[src/rtl/mdc_pkg.sv]
package mdc_pkg;
   // Sources that can request a holding-register transfer
   typedef struct packed {
      logic zero_evt;   // counter ran out on a tick
      logic zero_wr;    // software wrote zero
      logic force_req;  // software force command
   } mdc_trig_t;
endpackage

[src/rtl/mdc_counter.sv]
module mdc_counter #(
   parameter int CNT_W = 16
) (
   input  logic             clk,
   input  logic             rst_n,
   input  logic             tick_en,
   input  logic             load_wr,
   input  logic [CNT_W-1:0] load_val,
   input  logic             mod_en,
   output logic [CNT_W-1:0] count,
   output logic             zero_evt,
   output logic             zero_wr
);
   localparam logic [CNT_W-1:0] ONE  = CNT_W'(1);
   localparam logic [CNT_W-1:0] ZERO = '0;

   generate
      if (CNT_W < 2 || CNT_W > 32) begin : g_bad_width
         $error("mdc_counter: CNT_W must be in 2..32");
      end
   endgenerate

   logic [CNT_W-1:0] cnt_q;
   logic [CNT_W-1:0] reload_q;

   assign zero_wr  = load_wr && (load_val == ZERO);
   assign zero_evt = !load_wr && tick_en && (cnt_q == ONE);
   assign count    = cnt_q;

   always_ff @(posedge clk or negedge rst_n) begin
      if (!rst_n) begin
         cnt_q    <= ZERO;
         reload_q <= ZERO;
      end else if (load_wr) begin
         cnt_q    <= load_val;
         reload_q <= load_val;
      end else if (tick_en && cnt_q != ZERO) begin
         if (cnt_q == ONE)
            cnt_q <= mod_en ? reload_q : ZERO;
         else
            cnt_q <= cnt_q - ONE;
      end
   end

   assert_load_R2: assert property (@(posedge clk) disable iff (!rst_n)
      load_wr |=> (count == $past(load_val)));
   assert_dec_R3: assert property (@(posedge clk) disable iff (!rst_n)
      (tick_en && !load_wr && count > ONE) |=> (count == $past(count) - ONE));
   assert_oneshot_hold_R6: assert property (@(posedge clk) disable iff (!rst_n)
      (!load_wr && !mod_en && count == ZERO) |=> (count == ZERO));
   assert_no_tick_hold_R8: assert property (@(posedge clk) disable iff (!rst_n)
      (!load_wr && !tick_en) |=> $stable(count));
endmodule

[src/rtl/mdc_strobe.sv]
module mdc_strobe
   import mdc_pkg::*;
(
   input  logic      clk,
   input  logic      rst_n,
   input  mdc_trig_t trig,
   output logic      latch_stb
);
   logic any_trig;
   logic stb_q;

   // Several simultaneous sources merge into one pulse
   assign any_trig  = trig.zero_evt | trig.zero_wr | trig.force_req;
   assign latch_stb = stb_q;

   always_ff @(posedge clk or negedge rst_n) begin
      if (!rst_n) stb_q <= 1'b0;
      else        stb_q <= any_trig;
   end

   assert_zero_stb_R4: assert property (@(posedge clk) disable iff (!rst_n)
      trig.zero_evt |=> latch_stb);
   assert_force_stb_R8: assert property (@(posedge clk) disable iff (!rst_n)
      trig.force_req |=> latch_stb);
   assert_idle_low_R9: assert property (@(posedge clk) disable iff (!rst_n)
      !(trig.zero_evt || trig.zero_wr || trig.force_req) |=> !latch_stb);
endmodule

[src/rtl/mdc_irq.sv]
module mdc_irq #(
   parameter bit SET_WINS = 1'b1
) (
   input  logic clk,
   input  logic rst_n,
   input  logic zero_evt,
   input  logic irq_en,
   input  logic irq_clr,
   output logic irq_flag
);
   logic set_req;
   logic flag_q;
   logic flag_d;

   assign set_req  = zero_evt && irq_en;
   assign irq_flag = flag_q;

   generate
      if (SET_WINS) begin : g_set_wins
         always_comb begin
            flag_d = flag_q;
            if (irq_clr) flag_d = 1'b0;
            if (set_req) flag_d = 1'b1;
         end
      end else begin : g_clr_wins
         always_comb begin
            flag_d = flag_q;
            if (set_req) flag_d = 1'b1;
            if (irq_clr) flag_d = 1'b0;
         end
      end
   endgenerate

   always_ff @(posedge clk or negedge rst_n) begin
      if (!rst_n) flag_q <= 1'b0;
      else        flag_q <= flag_d;
   end

   assert_irq_set_R10: assert property (@(posedge clk) disable iff (!rst_n)
      (zero_evt && irq_en && (SET_WINS || !irq_clr)) |=> irq_flag);
   assert_irq_quiet_R10: assert property (@(posedge clk) disable iff (!rst_n)
      (!(zero_evt && irq_en) && !irq_flag) |=> !irq_flag);
   assert_irq_clr_R11: assert property (@(posedge clk) disable iff (!rst_n)
      (irq_clr && !(zero_evt && irq_en)) |=> !irq_flag);
endmodule

[src/rtl/mdc_timebase.sv]
module mdc_timebase
   import mdc_pkg::*;
#(
   parameter int CNT_W        = 16,
   parameter bit IRQ_SET_WINS = 1'b1
) (
   input  logic             clk,
   input  logic             rst_n,
   input  logic             tick_en,
   input  logic             load_wr,
   input  logic [CNT_W-1:0] load_val,
   input  logic             mod_en,
   input  logic             force_latch,
   input  logic             irq_en,
   input  logic             irq_clr,
   output logic [CNT_W-1:0] count,
   output logic             latch_stb,
   output logic             irq_flag
);
   mdc_trig_t trig;
   logic      zero_evt;
   logic      zero_wr;

   mdc_counter #(.CNT_W(CNT_W)) u_counter (
      .clk      (clk),
      .rst_n    (rst_n),
      .tick_en  (tick_en),
      .load_wr  (load_wr),
      .load_val (load_val),
      .mod_en   (mod_en),
      .count    (count),
      .zero_evt (zero_evt),
      .zero_wr  (zero_wr)
   );

   assign trig.zero_evt  = zero_evt;
   assign trig.zero_wr   = zero_wr;
   assign trig.force_req = force_latch;

   mdc_strobe u_strobe (
      .clk       (clk),
      .rst_n     (rst_n),
      .trig      (trig),
      .latch_stb (latch_stb)
   );

   mdc_irq #(.SET_WINS(IRQ_SET_WINS)) u_irq (
      .clk      (clk),
      .rst_n    (rst_n),
      .zero_evt (zero_evt),
      .irq_en   (irq_en),
      .irq_clr  (irq_clr),
      .irq_flag (irq_flag)
   );

   assert_zero_write_R7: assert property (@(posedge clk) disable iff (!rst_n)
      (load_wr && load_val == '0) |=> (latch_stb && count == '0));
   assert_load_first_R12: assert property (@(posedge clk) disable iff (!rst_n)
      (load_wr && tick_en) |=> (count == $past(load_val)));
endmodule

[config.mk]
export PLATFORM = sky130hd
export DESIGN_NAME = mdc_timebase
export DESIGN_NICKNAME = d
export VERILOG_FILES = /design/src/rtl/mdc_pkg.sv /design/src/rtl/mdc_counter.sv /design/src/rtl/mdc_strobe.sv /design/src/rtl/mdc_irq.sv /design/src/rtl/mdc_timebase.sv
export SDC_FILE = /design/constraint.sdc
export NUM_CORES = 1
export LEC_CHECK = 0
export BUFFER_PORTS_ARGS = -buffer_cell sky130_fd_sc_hd__buf_2
export CAP_MARGIN = 20
export CORE_MARGIN = 1.5
export CORE_UTILIZATION = 45
export CTS_CLUSTER_DIAMETER = 40
export CTS_CLUSTER_SIZE = 10
export DETAILED_ROUTE_END_ITERATION = 6
export GPL_ROUTABILITY_DRIVEN = 1
export PLACE_DENSITY = 0.74
export SKIP_LAST_GASP = 1
export SYNTH_ARGS = -nofsm -noshare
export SYNTH_HDL_FRONTEND = slang
export SYNTH_HIERARCHICAL = 1
export SYNTH_SLANG_ARGS = --single-unit
[constraint.sdc]
create_clock -name clk -period 2.6 [get_ports clk]
set_input_delay 0 -clock clk [delete_from_list [all_inputs] [get_ports clk]]
set_output_delay 0 -clock clk [all_outputs]
set_load 0.05 [all_outputs]
Word level (Yosys, flattened, before mapping)
Index checks and enable logic that the tools add are counted.
{ "totals": {"ff_bits": 34, "out_inout_bits": 18} }
{ "classes": {"n_addsub": 1, "eq_ne": 1, "n_mux": 6, "bitwise": 2, "n_reduce_logical": 10} }
{ "op_table": {"columns": ["op", "count"], "rows": [
  ["$mux 16", 4],
  ["$eq 16x1->1 const B", 1],
  ["$logic_not 16->1", 1],
  ["$reduce_bool 16->1", 1],
  ["$sub 16x1->16 const B", 1],
  ["$logic_and 1x1->1", 5],
  ["$reduce_bool 2->1", 2],
  ["$mux 1", 2],
  ["$or 1x1->1", 2],
  ["$logic_not 1->1", 1]
]} }

Longest topological paths before layout
Gate-level depths: netlist of run 1.
{ "depth": {"word_depth": 5, "ltp_mapped": 9, "depth_no_buf": 7} }

Hierarchy
The synthesis of run 1 kept the hierarchy.
{ "modules_own_cells": {"columns": ["module", "n_inst", "cells_each", "area_per_inst_um2", "seq_area_each_um2"], "rows": [
  ["mdc_counter", 1, 209, 1964.4, 800.8],
  ["mdc_irq", 1, 4, 41.3, 25.0],
  ["mdc_strobe", 1, 2, 31.3, 25.0]
]} }

Worst setup path before layout of run 1
Ideal clock, no wire load.
{ "synth_timing": {"path_type": "register -> register", "startpoint": "register u_counter.cnt_q[1], in the netlist u_counter/count[1]", "endpoint": "register u_counter.cnt_q[1], in the netlist u_counter/count[1]", "arrival_ns": 2.384, "required_time_ns": 2.505, "setup_slack_ns": 0.120, "path_stages_with_launch": 10, "synth_period_minus_slack_ns": 2.480, "path_cell_list": "dfrtp_1 > inv_1 > ha_1 > or4b_1 > o41ai_4 > and2b_1 > buf_6 > buf_12 > nand2_1 > o31ai_1"} }
{ "synth_via": {"elab_chain_len": 4, "word_cells_on_any_way": 8} }
{ "synth_rtl": {"columns": ["element", "line_no", "source"], "rows": [
  ["start: declaration", "mdc_counter.sv:23", "logic [CNT_W-1:0] cnt_q;"],
  ["start signal: assignment", "mdc_counter.sv:35", "cnt_q <= load_val;"],
  ["start signal: assignment", "mdc_counter.sv:39", "cnt_q <= mod_en ? reload_q : ZERO;"],
  ["start signal: assignment", "mdc_counter.sv:41", "cnt_q <= cnt_q - ONE;"],
  ["$sub 16x1->16 / $eq 16x1->1 (equally long branches)", "mdc_counter.sv:41, mdc_counter.sv:38", null],
  ["$mux 16", "mdc_counter.sv:38", "if (cnt_q == ONE)"],
  ["$mux 16", "mdc_counter.sv:37", "end else if (tick_en && cnt_q != ZERO) begin"],
  ["$mux 16", "mdc_counter.sv:34", "end else if (load_wr) begin"]
]} }
Parallel ways exist; a longest one is shown, timed or not. The select of a mux whose other input is x is not followed.
A chain may end at the register's enable or synchronous reset.

Final worst setup path of run 1
{ "layout_timing": {"startpoint": "register u_counter.cnt_q[1], in the netlist u_counter/count[1]", "endpoint": "register u_irq.flag_q, in the netlist u_irq/irq_flag"} }
{ "layout_via": {"elab_chain_len": 4, "word_cells_on_any_way": 5} }
{ "layout_rtl": {"columns": ["element", "line_no", "source"], "rows": [
  ["$eq 16x1->1 *", "mdc_counter.sv:27", "assign zero_evt = !load_wr && tick_en && (cnt_q == ONE);"],
  ["$logic_and 1x1->1 *", "mdc_counter.sv:27", null],
  ["via zero_evt", "mdc_timebase.sv:21", "logic zero_evt;"],
  ["$logic_and 1x1->1 *", "mdc_irq.sv:15", "assign set_req = zero_evt && irq_en;"],
  ["$mux 1 / $reduce_bool 2->1 (equally long branches)", null, null],
  ["end signal: assignment", "mdc_irq.sv:36", "else flag_q <= flag_d;"],
  ["end: declaration", "mdc_irq.sv:12", "logic flag_q;"]
]} }
Mark *: on every way through the listed nets, which the timed path passes. The rest lies on a longest branch.

==> results of run 1 <==
worst register-to-register path: cells and delay by family (launching register included):
kind	cells	cell delay, ps
simple gates	4	940
buf+inv	3	830
flops	1	410
fa+ha+maj	1	140
compound gates	1	50
synthesized netlist by cell type (2+ instances only):
| library cell | count | area, µm² |
|---|---|---|
| nor2b_1 | 10 | 62.6 |
| nor4b_1 | 2 | 17.5 |
| and3_1 | 2 | 12.5 |
| a21oi_1 | 17 | 85.1 |
| nor3_1 | 9 | 45.0 |
| and2b_1 | 2 | 15.0 |
| buf_6 | 4 | 45.0 |
| o211ai_1 | 2 | 15.0 |
| ha_1 | 2 | 25.0 |
| nor2_1 | 16 | 60.1 |
| nand2b_1 | 2 | 12.5 |
| a31oi_1 | 6 | 37.5 |
| nand2_1 | 11 | 41.3 |
| clkbuf_1 | 4 | 15.0 |
| mux2_2 | 13 | 146 |
| buf_2 | 4 | 20.0 |
| or4_4 | 2 | 22.5 |
| o21ai_0 | 16 | 80.1 |
| inv_1 | 10 | 37.5 |
| a41o_1 | 2 | 20.0 |
| o31ai_1 | 6 | 45.0 |
| nand3_1 | 3 | 15.0 |
| dfrtp_1 | 34 | 851 |
| xor2_1 | 2 | 17.5 |
| nor4_1 | 9 | 56.3 |
| nand4_1 | 2 | 12.5 |
| or3_1 | 2 | 12.5 |
| a311oi_1 | 6 | 52.6 |
metal layers:
| metal | global-route usage (%) | vias up | part of all wire [%] |
|---|---|---|---|
| met5 | 0 | - | 0 |
| met4 | 9.19 | 0 | 2.1 |
| met3 | 5.48 | 10 | 6.9 |
| met2 | 37.8 | 83 | 49 |
| met1 | 31.4 | 949 | 42 |
| li1 | - | 929 | - |
path summary, 6_finish.rpt:
kind / slack, ps / start / end
max in group asynchronous: 1810 / rst_n / u_counter/reload_q[12]$_DFFE_PN0P_
worst max-delay path: 160 / u_counter/count[1]$_DFFE_PN0P_ / u_irq/irq_flag$_DFFE_PN0P_
worst min-delay path: 0.4 / load_val[6] / u_counter/reload_q[6]$_DFFE_PN0P_
min in group asynchronous: 310 / rst_n / u_counter/count[8]$_DFFE_PN0P_
worst max register to register: 160 / u_counter/count[1]$_DFFE_PN0P_ / u_irq/irq_flag$_DFFE_PN0P_
worst min register to register: 500 / u_counter/reload_q[15]$_DFFE_PN0P_ / u_counter/reload_q[15]$_DFFE_PN0P_
what timing repair did:
item | 4_1_cts | 5_1_grt
hold buffers | 18 | 0
setup endpoints to repair | 0 | 1
gates resized for setup | 0 | 1
hold endpoints to repair | 55 | 0
layout make-up:
class	instances	area (µm²)
Timing Repair Buffer	70	468
Multi-Input combinational cell	158	1050
Fill cell	379	1770
Clock buffer	5	68.8
Inverter	10	37.5
Clock inverter	3	40.0
Tap cell	52	65.1
Sequential cell	34	851
stage by stage:
step	worst slack, ps	utilization [%]	area (µm²)
6_report	162	59.3	2580
3_5_place_dp	351	52.6	2290
5_1_grt	32.3	59.3	2580
4_1_cts	174	59.2	2580
3_3_place_gp	427	52.6	2290
2_1_floorplan	120	-	2040
registers in the layout (all words and copies together), names as in the netlist:
| register | count |
|---|---|
| u_irq/irq_flag | 1 |
| u_counter/count | 16 |
| u_counter/reload_q | 16 |
| u_strobe/latch_stb | 1 |
cell families (layout without fill, tap and decap cells):
group / after synthesis / in the layout / synth area share [%]
compound gates: 63 / 63 / 20.7
xor+xnor: 3 / 3 / 1.29
fa+ha+maj: 2 / 2 / 1.23
buf+inv: 23 / 88 / 6.76
flops: 34 / 34 / 41.8
mux: 13 / 13 / 7.19
simple gates: 77 / 77 / 21.1
report_power, final:
part | switching [mW] | internal, mW | total [mW]
Combinational | 0.253 | 0.140 | 0.393
Sequential | 0.0683 | 0.585 | 0.654
Clock | 0.205 | 0.282 | 0.487
Total | 0.526 | 1.01 | 1.53
==> impl_metrics.xml, run 1 <==
<?xml version="1.0" encoding="UTF-8"?>
<metrics>
  <group name="cts">
    <metric name="cts_tree" unit="">built</metric>
    <metric name="worstSkewPairLatency" unit="ps">300</metric>
    <metric name="cts_num_sinks" unit="">34</metric>
    <metric name="worst_setup_hold_path_clk_slew" unit="ps">70</metric>
    <metric name="ctsLongestPathBuffers" unit="">2</metric>
    <metric name="htreeDepth" unit="">2</metric>
    <metric name="tritoncts.num_buffers" unit="">5</metric>
    <metric name="post-cts-setup-buffers" unit="">0</metric>
    <metric name="ctsRootBufferMaster" unit="">clkbuf_8</metric>
  </group>
  <group name="detailed_routing">
    <metric name="viasPerCell" unit="">5.94</metric>
    <metric name="route.vias.total" unit="">1971</metric>
    <metric name="wire_per_inst" unit="µm">16.7</metric>
    <metric name="postRouteWirelength" unit="µm">5540</metric>
    <metric name="router_iterations_before_antenna_repair" unit="">5</metric>
    <metric name="drt_antenna_net_count" unit="">0</metric>
    <metric name="drt_iter0_markers" unit="">168</metric>
    <metric name="drt_drc_violations_left" unit="">0</metric>
  </group>
  <group name="global_route">
    <metric name="grt_remaining_overflow" unit="">0</metric>
    <metric name="grt_util_all_layers" unit="%">23.8</metric>
    <metric name="grt_max_degree" unit="">40</metric>
    <metric name="number_of_global_route_vias_before_repair" unit="">1892</metric>
    <metric name="global_route_wire_length_before_repair" unit="µm">9180</metric>
    <metric name="number_of_antenna_violations_at_the_first_check_in_global_routing" unit="">0</metric>
  </group>
  <group name="yosys">
    <metric name="synthArstFlopShare" unit="%">100</metric>
    <metric name="mapped_cells" unit="">215</metric>
    <metric name="synth_fp_nets" unit="">241</metric>
    <metric name="postSynthRegisterBits" unit="">34</metric>
    <metric name="synth_area_per_cell" unit="µm²">9.47</metric>
    <metric name="yosysSeqAreaShare" unit="%">41.8</metric>
    <metric name="synth_top_flop_cell" unit="">dfrtp_1</metric>
    <metric name="number_of_synthesized_flops_with_an_enable_pin" unit="">0</metric>
    <metric name="ys.warnings.count" unit="">6</metric>
    <metric name="synth_cell_types" unit="">43</metric>
    <metric name="total_standard_cell_area_after_synthesis" unit="mm²">0.00204</metric>
  </group>
  <group name="timing">
    <metric name="post-route-min-period" unit="ps">2440</metric>
    <metric name="timing_worst_slew_pin_value" unit="ps">760</metric>
    <metric name="rsz0062_at_grt" unit="">no</metric>
    <metric name="post-route-period-util" unit="%">93.8</metric>
    <metric name="final-setup-viol-count" unit="">0</metric>
    <metric name="max_freq" unit="MHz">410</metric>
    <metric name="finalSetupTns" unit="ps">0</metric>
    <metric name="worst_hold_slack" unit="ps">0.378</metric>
    <metric name="report.final.slew_viol_count" unit="">0</metric>
    <metric name="max-slew-margin-rel" unit="%">49.3</metric>
    <metric name="clock-skew-final" unit="ps">6.35</metric>
    <metric name="final-hold-violation-count" unit="">0</metric>
  </group>
  <group name="setup_path">
    <metric name="crit_arrival" unit="ps">2670</metric>
    <metric name="crit_path_start_kind" unit="">register</metric>
    <metric name="worstSetupPathDepth" unit="">9</metric>
    <metric name="rr_worst_depth" unit="">9</metric>
    <metric name="worst-setup-path-type" unit="">reg2reg</metric>
    <metric name="end_kind" unit="">register</metric>
    <metric name="cp.buffers_inverters" unit="">3</metric>
    <metric name="worst_path_fanout_max" unit="">6</metric>
    <metric name="required_time_reported_for_the_critical_path_endpoint" unit="ps">2830</metric>
    <metric name="crit_path_max_incr_delay" unit="ps">550</metric>
    <metric name="slowest_stage" unit="">dlygate4sd3_1</metric>
    <metric name="timing.critical_path.cells" unit="">inv_1 &gt; ha_1 &gt; nor4b_1 &gt; buf_4 &gt; nand4_1 &gt; nor2_2 &gt; nand2_1 &gt; o21ai_2 &gt; dlygate4sd3_1</metric>
    <metric name="cpLargestDelayFamily" unit="">simple AND/OR/NAND/NOR gates</metric>
  </group>
  <group name="final_layout">
    <metric name="fin_cells" unit="">332</metric>
    <metric name="mostFrequentLayoutCell" unit="">buf_2</metric>
    <metric name="antennaDiodeCount" unit="">0</metric>
    <metric name="nets" unit="">305</metric>
    <metric name="drive_above_1_share" unit="%">28.6</metric>
    <metric name="layout.cells.most_common_list" unit="">buf_2 (41), dfrtp_1 (34), dlygate4sd3_1 (18), a21oi_1 (17), o21ai_0 (16)</metric>
    <metric name="area_growth_syn_to_layout" unit="%">26.7</metric>
  </group>
  <group name="min_path">
    <metric name="timing.hold.worst_path_depth" unit="">2</metric>
    <metric name="hp-class" unit="">in2reg</metric>
  </group>
  <group name="floorplanning">
    <metric name="fp.dieH" unit="µm">70.3</metric>
    <metric name="fp_rows" unit="">24</metric>
    <metric name="die_w" unit="µm">70.3</metric>
    <metric name="boundaryPins" unit="">42</metric>
    <metric name="fp.coreArea" unit="mm²">0.00435</metric>
    <metric name="start_util" unit="%">46.8</metric>
    <metric name="design.die.area" unit="mm²">0.00494</metric>
  </group>
  <group name="job">
    <metric name="max_cap_violations" unit="">0</metric>
  </group>
  <group name="place">
    <metric name="numPlacedInstances" unit="">306</metric>
    <metric name="io_buffer_count" unit="">41</metric>
    <metric name="routabilityCongestion" unit="">0.843</metric>
    <metric name="detailed_place_hpwl" unit="µm">3820</metric>
  </group>
  <group name="power">
    <metric name="finalPower" unit="mW">1.53</metric>
    <metric name="power_leakage" unit="nW">1.15</metric>
    <metric name="power_per_cell_area" unit="mW/mm²">594</metric>
    <metric name="vdd.ir_drop.worst" unit="V">0.000353</metric>
  </group>
  <group name="run_status">
    <metric name="outcome" unit="">finished, final reports clean</metric>
  </group>
</metrics>
Power figures use the tool's default switching activity.
==> run 2: changes to the inputs <==
--- a/config.mk
+++ b/config.mk
@@ -5,15 +5,16 @@
 export SDC_FILE = /design/constraint.sdc
 export NUM_CORES = 1
 export LEC_CHECK = 0
-export BUFFER_PORTS_ARGS = -buffer_cell sky130_fd_sc_hd__buf_2
-export CAP_MARGIN = 20
+export CELL_PAD_IN_SITES_DETAIL_PLACEMENT = 2
+export CELL_PAD_IN_SITES_GLOBAL_PLACEMENT = 2
 export CORE_MARGIN = 1.5
-export CORE_UTILIZATION = 45
+export CORE_UTILIZATION = 38
 export CTS_CLUSTER_DIAMETER = 40
 export CTS_CLUSTER_SIZE = 10
 export DETAILED_ROUTE_END_ITERATION = 6
+export DONT_BUFFER_PORTS = 1
 export GPL_ROUTABILITY_DRIVEN = 1
-export PLACE_DENSITY = 0.74
+export PLACE_DENSITY = 0.84
 export SKIP_LAST_GASP = 1
 export SYNTH_ARGS = -nofsm -noshare
 export SYNTH_HDL_FRONTEND = slang
==> run 2 against run 1 <==
Against the previous run:
- hold slack better by 12 ps
- global-route usage increased by 10 points
- clock skew is essentially flat
- sequential share of layout area is essentially flat
- design area decreased by 0.15%
==> impl_metrics.xml, run 2 (synthesis gave the netlist of run 1 again) <==
<?xml version="1.0" encoding="UTF-8"?>
<metrics>
  <group name="cts">
    <metric name="ctsLongestPathBuffers" unit="">2</metric>
    <metric name="htreeDepth" unit="">2</metric>
    <metric name="cts_tree" unit="">built</metric>
    <metric name="cts_num_sinks" unit="">34</metric>
    <metric name="ctsRootBufferMaster" unit="">clkbuf_8</metric>
    <metric name="worstSkewPairLatency" unit="ps">290</metric>
    <metric name="worst_setup_hold_path_clk_slew" unit="ps">70</metric>
    <metric name="tritoncts.num_buffers" unit="">5</metric>
  </group>
  <group name="setup_path">
    <metric name="crit_path_max_incr_delay" unit="ps">540</metric>
    <metric name="required_time_reported_for_the_critical_path_endpoint" unit="ps">2730</metric>
    <metric name="slowest_stage" unit="">or4b_4</metric>
    <metric name="worst_path_fanout_max" unit="">9</metric>
    <metric name="cpLargestDelayFamily" unit="">compound AO/OA/AOI/OAI gates</metric>
    <metric name="timing.critical_path.cells" unit="">inv_1 &gt; ha_1 &gt; or4b_4 &gt; o41ai_4 &gt; buf_4 &gt; a21oi_1 &gt; o21ai_0 &gt; a21oi_1</metric>
    <metric name="rr_worst_depth" unit="">8</metric>
    <metric name="timing.reg2reg.setup_slack" unit="ps">60</metric>
    <metric name="crit_path_start_kind" unit="">register</metric>
    <metric name="cp.buffers_inverters" unit="">2</metric>
    <metric name="timing.rr.start" unit="">u_counter/count[0]$_DFFE_PN0P_</metric>
    <metric name="critical-path-top-cell-by-count" unit="">a21oi_1</metric>
    <metric name="worst-setup-path-type" unit="">reg2reg</metric>
    <metric name="end_kind" unit="">register</metric>
    <metric name="worstReg2RegEnd" unit="">u_counter/count[12]$_DFFE_PN0P_</metric>
    <metric name="crit_arrival" unit="ps">2670</metric>
  </group>
  <group name="global_route">
    <metric name="grt_util_all_layers" unit="%">33.8</metric>
    <metric name="global_route_wire_length_before_repair" unit="µm">14500</metric>
    <metric name="number_of_global_route_vias_before_repair" unit="">2367</metric>
    <metric name="grt_max_degree" unit="">42</metric>
    <metric name="grt_remaining_overflow" unit="">0</metric>
    <metric name="number_of_antenna_violations_at_the_first_check_in_global_routing" unit="">0</metric>
  </group>
  <group name="min_path">
    <metric name="hp-class" unit="">in2reg</metric>
    <metric name="hold_start" unit="">load_wr</metric>
    <metric name="timing.hold.worst_path_depth" unit="">2</metric>
    <metric name="holdPathEnd" unit="">u_counter/count[7]$_DFFE_PN0P_</metric>
  </group>
  <group name="power">
    <metric name="power_leakage" unit="nW">1.08</metric>
    <metric name="power_per_cell_area" unit="mW/mm²">593</metric>
    <metric name="vdd.ir_drop.worst" unit="V">0.000376</metric>
  </group>
  <group name="detailed_routing">
    <metric name="route.vias.total" unit="">2090</metric>
    <metric name="postRouteWirelength" unit="µm">9250</metric>
    <metric name="viasPerCell" unit="">6.35</metric>
    <metric name="drt_antenna_net_count" unit="">0</metric>
    <metric name="wire_per_inst" unit="µm">28.1</metric>
    <metric name="drt_drc_violations_left" unit="">0</metric>
    <metric name="drt_iter0_markers" unit="">141</metric>
    <metric name="router_iterations_before_antenna_repair" unit="">4</metric>
  </group>
  <group name="final_layout">
    <metric name="layout.cells.most_common_list" unit="">dfrtp_1 (34), buf_4 (24), dlygate4sd3_1 (23), a21oi_1 (17)</metric>
    <metric name="drive_above_1_share" unit="%">21.2</metric>
    <metric name="fillerInstances" unit="">567</metric>
    <metric name="mostFrequentLayoutCell" unit="">dfrtp_1</metric>
    <metric name="nets" unit="">284</metric>
    <metric name="antennaDiodeCount" unit="">0</metric>
    <metric name="multiInputGateArea" unit="mm²">0.00106</metric>
    <metric name="final-seq-area" unit="µm²">851</metric>
    <metric name="area_growth_syn_to_layout" unit="%">26.5</metric>
  </group>
  <group name="timing">
    <metric name="post-route-min-period" unit="ps">2540</metric>
    <metric name="clock-skew-final" unit="ps">6.28</metric>
    <metric name="final.setup.worst_slack" unit="ps">60.9</metric>
    <metric name="worst_hold_slack" unit="ps">12.3</metric>
    <metric name="final-setup-viol-count" unit="">0</metric>
    <metric name="timing_worst_slew_pin_value" unit="ps">654</metric>
    <metric name="final-hold-violation-count" unit="">0</metric>
    <metric name="max_freq" unit="MHz">394</metric>
    <metric name="rsz0062_at_grt" unit="">yes</metric>
    <metric name="post-route-period-util" unit="%">97.7</metric>
    <metric name="report.final.slew_viol_count" unit="">0</metric>
    <metric name="max-slew-margin-rel" unit="%">56.0</metric>
  </group>
  <group name="place">
    <metric name="routabilityCongestion" unit="">0.832</metric>
    <metric name="detailed_place_hpwl" unit="µm">4780</metric>
    <metric name="io_buffer_count" unit="">0</metric>
    <metric name="preCtsSetupSlack" unit="ps">247</metric>
  </group>
  <group name="floorplanning">
    <metric name="fp.dieH" unit="µm">76.2</metric>
    <metric name="fp.coreArea" unit="mm²">0.00514</metric>
    <metric name="fp_rows" unit="">26</metric>
    <metric name="boundaryPins" unit="">42</metric>
    <metric name="design.die.area" unit="mm²">0.00581</metric>
    <metric name="die_w" unit="µm">76.2</metric>
    <metric name="start_util" unit="%">39.6</metric>
  </group>
  <group name="job">
    <metric name="max_cap_violations" unit="">0</metric>
  </group>
  <group name="run_status">
    <metric name="outcome" unit="">finished, final reports clean</metric>
  </group>
</metrics>
[run 2: cell count changes in the layout (fill, tap and decap cells not counted), moves of 2 or more]
cell and change:
buf_2 -41, dlygate4sd3_1 +5, buf_4 +13, buf_12 +2
[run 2: how the worst max path moves through the flow]
| stage | startpoint | depth (start not counted) | slack [ps] | endpoint |
|---|---|---|---|---|
| after floorplan | u_counter/count[1]$_DFFE_PN0P_ | 9 | 120 | u_counter/count[1]$_DFFE_PN0P_ |
| after global placement | u_counter/count[11]$_DFFE_PN0P_ | 5 | 360 | u_counter/count[6]$_DFFE_PN0P_ |
| after detailed placement | u_counter/count[0]$_DFFE_PN0P_ | 8 | 250 | u_counter/count[4]$_DFFE_PN0P_ |
| after CTS | u_counter/count[11]$_DFFE_PN0P_ | 6 | 100 | u_irq/irq_flag$_DFFE_PN0P_ |
| after global routing | u_counter/count[1]$_DFFE_PN0P_ | 9 | -20 | u_irq/irq_flag$_DFFE_PN0P_ |
| final | u_counter/count[0]$_DFFE_PN0P_ | 8 | 60 | u_counter/count[12]$_DFFE_PN0P_ |
[run 2: per-layer routing]
| layer | up-vias | share of wire [%] | global-route usage [%] |
|---|---|---|---|
| li1 | 889 | - | - |
| met1 | 1091 | 39 | 39.4 |
| met2 | 83 | 51 | 59.4 |
| met3 | 27 | 6.3 | 7.31 |
| met4 | 0 | 3.9 | 15.0 |
| met5 | - | 0 | 0 |
[run 2: timing repair]
item / in CTS / in global routing
gates resized for setup: 0 / 3
hold endpoints to repair: 67 / 0
hold buffers: 25 / 0
buffers inserted: 0 / 0
endpoints found under the setup margin: 0 / 11
[run 2: report_power, final]
part	switching, mW	leakage [nW]	total (mW)	internal (mW)
Clock	0.204	0.0482	0.418	0.214
Combinational	0.302	0.631	0.460	0.158
Sequential	0.0649	0.401	0.650	0.585
[run 2: worst reg2reg max path, stage by stage, from the launching register on]
cell and delay, ps:
dfrtp_1 450, inv_1 110, ha_1 250, or4b_4 540, o41ai_4 280, buf_4 260, a21oi_1 90, o21ai_0 200
a21oi_1 200
[run 2: layout make-up]
type / count / share of cell area [%]
tap: 70 / 3.40
multi-input combinational: 158 / 41.1
timing repair buffer: 49 / 17.5
clock buffer: 7 / 3.35
inverter: 10 / 1.46
sequential: 34 / 33.0
clock inverter: 1 / 0.194
[run 2: stage by stage]
stage          instance area, µm²  std cells  setup TNS, ps  power (mW)  utilization (%)
3_5_place_dp                 2200        296              0        1.02             42.9
5_1_grt                      2580        329          -15.5        1.59             50.1
6_report                     2580        329              0        1.53             50.1
2_1_floorplan                2040        215              0       0.917                -
4_1_cts                      2570        329              0        1.50             49.9
3_3_place_gp                 2200        296              0        1.00             42.9
==> run 3: changes to the inputs <==
--- a/config.mk
+++ b/config.mk
@@ -8,13 +8,14 @@
 export CELL_PAD_IN_SITES_DETAIL_PLACEMENT = 2
 export CELL_PAD_IN_SITES_GLOBAL_PLACEMENT = 2
 export CORE_MARGIN = 1.5
-export CORE_UTILIZATION = 38
+export CORE_UTILIZATION = 32
 export CTS_CLUSTER_DIAMETER = 40
 export CTS_CLUSTER_SIZE = 10
 export DETAILED_ROUTE_END_ITERATION = 6
 export DONT_BUFFER_PORTS = 1
 export GPL_ROUTABILITY_DRIVEN = 1
-export PLACE_DENSITY = 0.84
+export MAX_ROUTING_LAYER = met4
+export PLACE_DENSITY = 0.73
 export SKIP_LAST_GASP = 1
 export SYNTH_ARGS = -nofsm -noshare
 export SYNTH_HDL_FRONTEND = slang
==> run 3 against run 2 <==
Against the previous run:
- routed wire length down 19%
- setup slack improved by 130 ps
- combinational power fell by 4.8%
- sequential power down 1%
- power is 2.1% lower
- non-clock buffer count increased by 4
- clock power is essentially flat
- fmax is 5.5% higher
- utilization shrank 6.6 points
- largest cell class unchanged
- highest routed layer unchanged
==> impl_metrics.xml, run 3 (synthesis gave the netlist of run 1 again) <==
<?xml version="1.0" encoding="UTF-8"?>
<metrics>
  <group name="min_path">
    <metric name="timing.hold.worst_path_depth" unit="">2</metric>
    <metric name="hp-class" unit="">in2reg</metric>
  </group>
  <group name="detailed_routing">
    <metric name="drt_drc_violations_left" unit="">0</metric>
    <metric name="viasPerCell" unit="">5.81</metric>
    <metric name="router_iterations_before_antenna_repair" unit="">4</metric>
    <metric name="drt_antenna_net_count" unit="">0</metric>
    <metric name="postRouteWirelength" unit="µm">7480</metric>
    <metric name="wire_per_inst" unit="µm">22.1</metric>
    <metric name="route.vias.total" unit="">1963</metric>
    <metric name="drt_iter0_markers" unit="">101</metric>
  </group>
  <group name="timing">
    <metric name="finalSetupTns" unit="ps">0</metric>
    <metric name="final-hold-violation-count" unit="">0</metric>
    <metric name="report.final.slew_viol_count" unit="">0</metric>
    <metric name="clock-skew-final" unit="ps">8.55</metric>
    <metric name="rsz0062_at_grt" unit="">no</metric>
    <metric name="max-slew-margin-rel" unit="%">62.8</metric>
    <metric name="timing_worst_slew_pin_value" unit="ps">553</metric>
    <metric name="post-route-period-util" unit="%">92.6</metric>
    <metric name="final-setup-viol-count" unit="">0</metric>
    <metric name="max_freq" unit="MHz">415</metric>
    <metric name="post-route-min-period" unit="ps">2410</metric>
  </group>
  <group name="final_layout">
    <metric name="drive_above_1_share" unit="%">21.3</metric>
    <metric name="finish.utilization" unit="%">43.5</metric>
    <metric name="fillerInstances" unit="">666</metric>
    <metric name="multiInputGateArea" unit="mm²">0.00105</metric>
    <metric name="final-seq-area" unit="µm²">851</metric>
    <metric name="area_growth_syn_to_layout" unit="%">28.8</metric>
    <metric name="layout.cells.most_common_list" unit="">dfrtp_1 (34), buf_4 (26), dlygate4sd3_1 (24), a21oi_1 (17)</metric>
    <metric name="antennaDiodeCount" unit="">0</metric>
    <metric name="nets" unit="">288</metric>
    <metric name="mostFrequentLayoutCell" unit="">dfrtp_1</metric>
  </group>
  <group name="power">
    <metric name="finalPower" unit="mW">1.50</metric>
    <metric name="power_per_cell_area" unit="mW/mm²">570</metric>
    <metric name="power_leakage" unit="nW">1.10</metric>
    <metric name="vdd.ir_drop.worst" unit="V">0.000355</metric>
  </group>
  <group name="global_route">
    <metric name="grt_util_all_layers" unit="%">25.2</metric>
    <metric name="global_route_wire_length_before_repair" unit="µm">12200</metric>
    <metric name="number_of_antenna_violations_at_the_first_check_in_global_routing" unit="">0</metric>
    <metric name="grt_remaining_overflow" unit="">0</metric>
    <metric name="number_of_global_route_vias_before_repair" unit="">2233</metric>
    <metric name="grt_max_degree" unit="">39</metric>
  </group>
  <group name="setup_path">
    <metric name="required_time_reported_for_the_critical_path_endpoint" unit="ps">2840</metric>
    <metric name="rr_worst_depth" unit="">9</metric>
    <metric name="end_kind" unit="">register</metric>
    <metric name="crit_arrival" unit="ps">2640</metric>
    <metric name="worst_path_fanout_max" unit="">6</metric>
    <metric name="worst-setup-path-type" unit="">reg2reg</metric>
    <metric name="crit_path_start_kind" unit="">register</metric>
  </group>
  <group name="cts">
    <metric name="htreeDepth" unit="">2</metric>
    <metric name="ctsRootBufferMaster" unit="">clkbuf_8</metric>
    <metric name="cts_num_sinks" unit="">34</metric>
    <metric name="ctsLongestPathBuffers" unit="">2</metric>
    <metric name="tritoncts.num_buffers" unit="">5</metric>
    <metric name="post-cts-setup-buffers" unit="">0</metric>
    <metric name="worstSkewPairLatency" unit="ps">290</metric>
    <metric name="cts_tree" unit="">built</metric>
    <metric name="worst_setup_hold_path_clk_slew" unit="ps">70</metric>
  </group>
  <group name="floorplanning">
    <metric name="design.die.area" unit="mm²">0.00685</metric>
    <metric name="start_util" unit="%">33.8</metric>
    <metric name="fp_rows" unit="">28</metric>
    <metric name="fp.dieH" unit="µm">82.8</metric>
    <metric name="die_w" unit="µm">82.8</metric>
    <metric name="boundaryPins" unit="">42</metric>
    <metric name="fp.coreArea" unit="mm²">0.00603</metric>
  </group>
  <group name="place">
    <metric name="io_buffer_count" unit="">0</metric>
    <metric name="routabilityCongestion" unit="">0.835</metric>
    <metric name="detailed_place_hpwl" unit="µm">4890</metric>
  </group>
  <group name="job">
    <metric name="max_cap_violations" unit="">0</metric>
  </group>
  <group name="run_status">
    <metric name="outcome" unit="">finished, final reports clean</metric>
  </group>
</metrics>
run 3: timing repair:
item | in CTS | in global routing
hold buffers | 26 | 0
endpoints found under the hold margin | 67 | 0
resized for setup | 0 | 1
endpoints found under the setup margin | 0 | 1
run 3: where the power goes:
| group | internal, mW | switching, mW |
|---|---|---|
| Clock | 0.214 | 0.204 |
| Sequential | 0.585 | 0.0558 |
| Combinational | 0.161 | 0.277 |
run 3: layout make-up:
cell class	count	share of cell area, %
Clock buffer	7	3.29
Clock inverter	1	0.191
Inverter	10	1.43
Multi-Input combinational cell	158	40.2
Sequential cell	34	32.4
Tap cell	75	3.58
Timing Repair Buffer	53	18.9
run 3: stage by stage:
stage	instances	worst slack [ps]	hold slack (ps)	cell area (µm²)
final	338	192	3.64	2620
after detailed placement	304	246	-295	2250
after global routing	338	16.8	13.8	2620
after global placement	304	422	-295	2250
after floorplan	215	120	-296	2040
after CTS	338	88.9	4.18	2620
run 3: critical path, stage by stage, from the launching register on:
cell and delay, ps:
dfrtp_1 390, inv_1 90, ha_1 150, nor4b_2 230
buf_4 170, nand4_1 290, nor2_1 300, nand2_1 110
o21ai_2 60, dlygate4sd3_1 540
run 3: path summary, 6_finish.rpt:
check                                               endpoint                              start  slack [ps]
max                               u_irq/irq_flag$_DFFE_PN0P_     u_counter/count[1]$_DFFE_PN0P_         190
min                           u_counter/count[7]$_DFFE_PN0P_                            load_wr           4
max reg2reg                       u_irq/irq_flag$_DFFE_PN0P_     u_counter/count[1]$_DFFE_PN0P_         190
min reg2reg                u_counter/reload_q[9]$_DFFE_PN0P_  u_counter/reload_q[9]$_DFFE_PN0P_         520
max in group asynchronous  u_counter/reload_q[8]$_DFFE_PN0P_                              rst_n        2270
min in group asynchronous  u_counter/reload_q[2]$_DFFE_PN0P_                              rst_n         150
run 3: metal layers:
| layer | vias to the layer above | part of all wire [%] | global-route usage, % |
|---|---|---|---|
| li1 | 898 | - | - |
| met3 | 10 | 4.2 | 4.92 |
| met1 | 1011 | 45 | 32.3 |
| met2 | 44 | 49 | 40.9 |
| met5 | - | 0 | - |
| met4 | 0 | 1.7 | 6.83 |
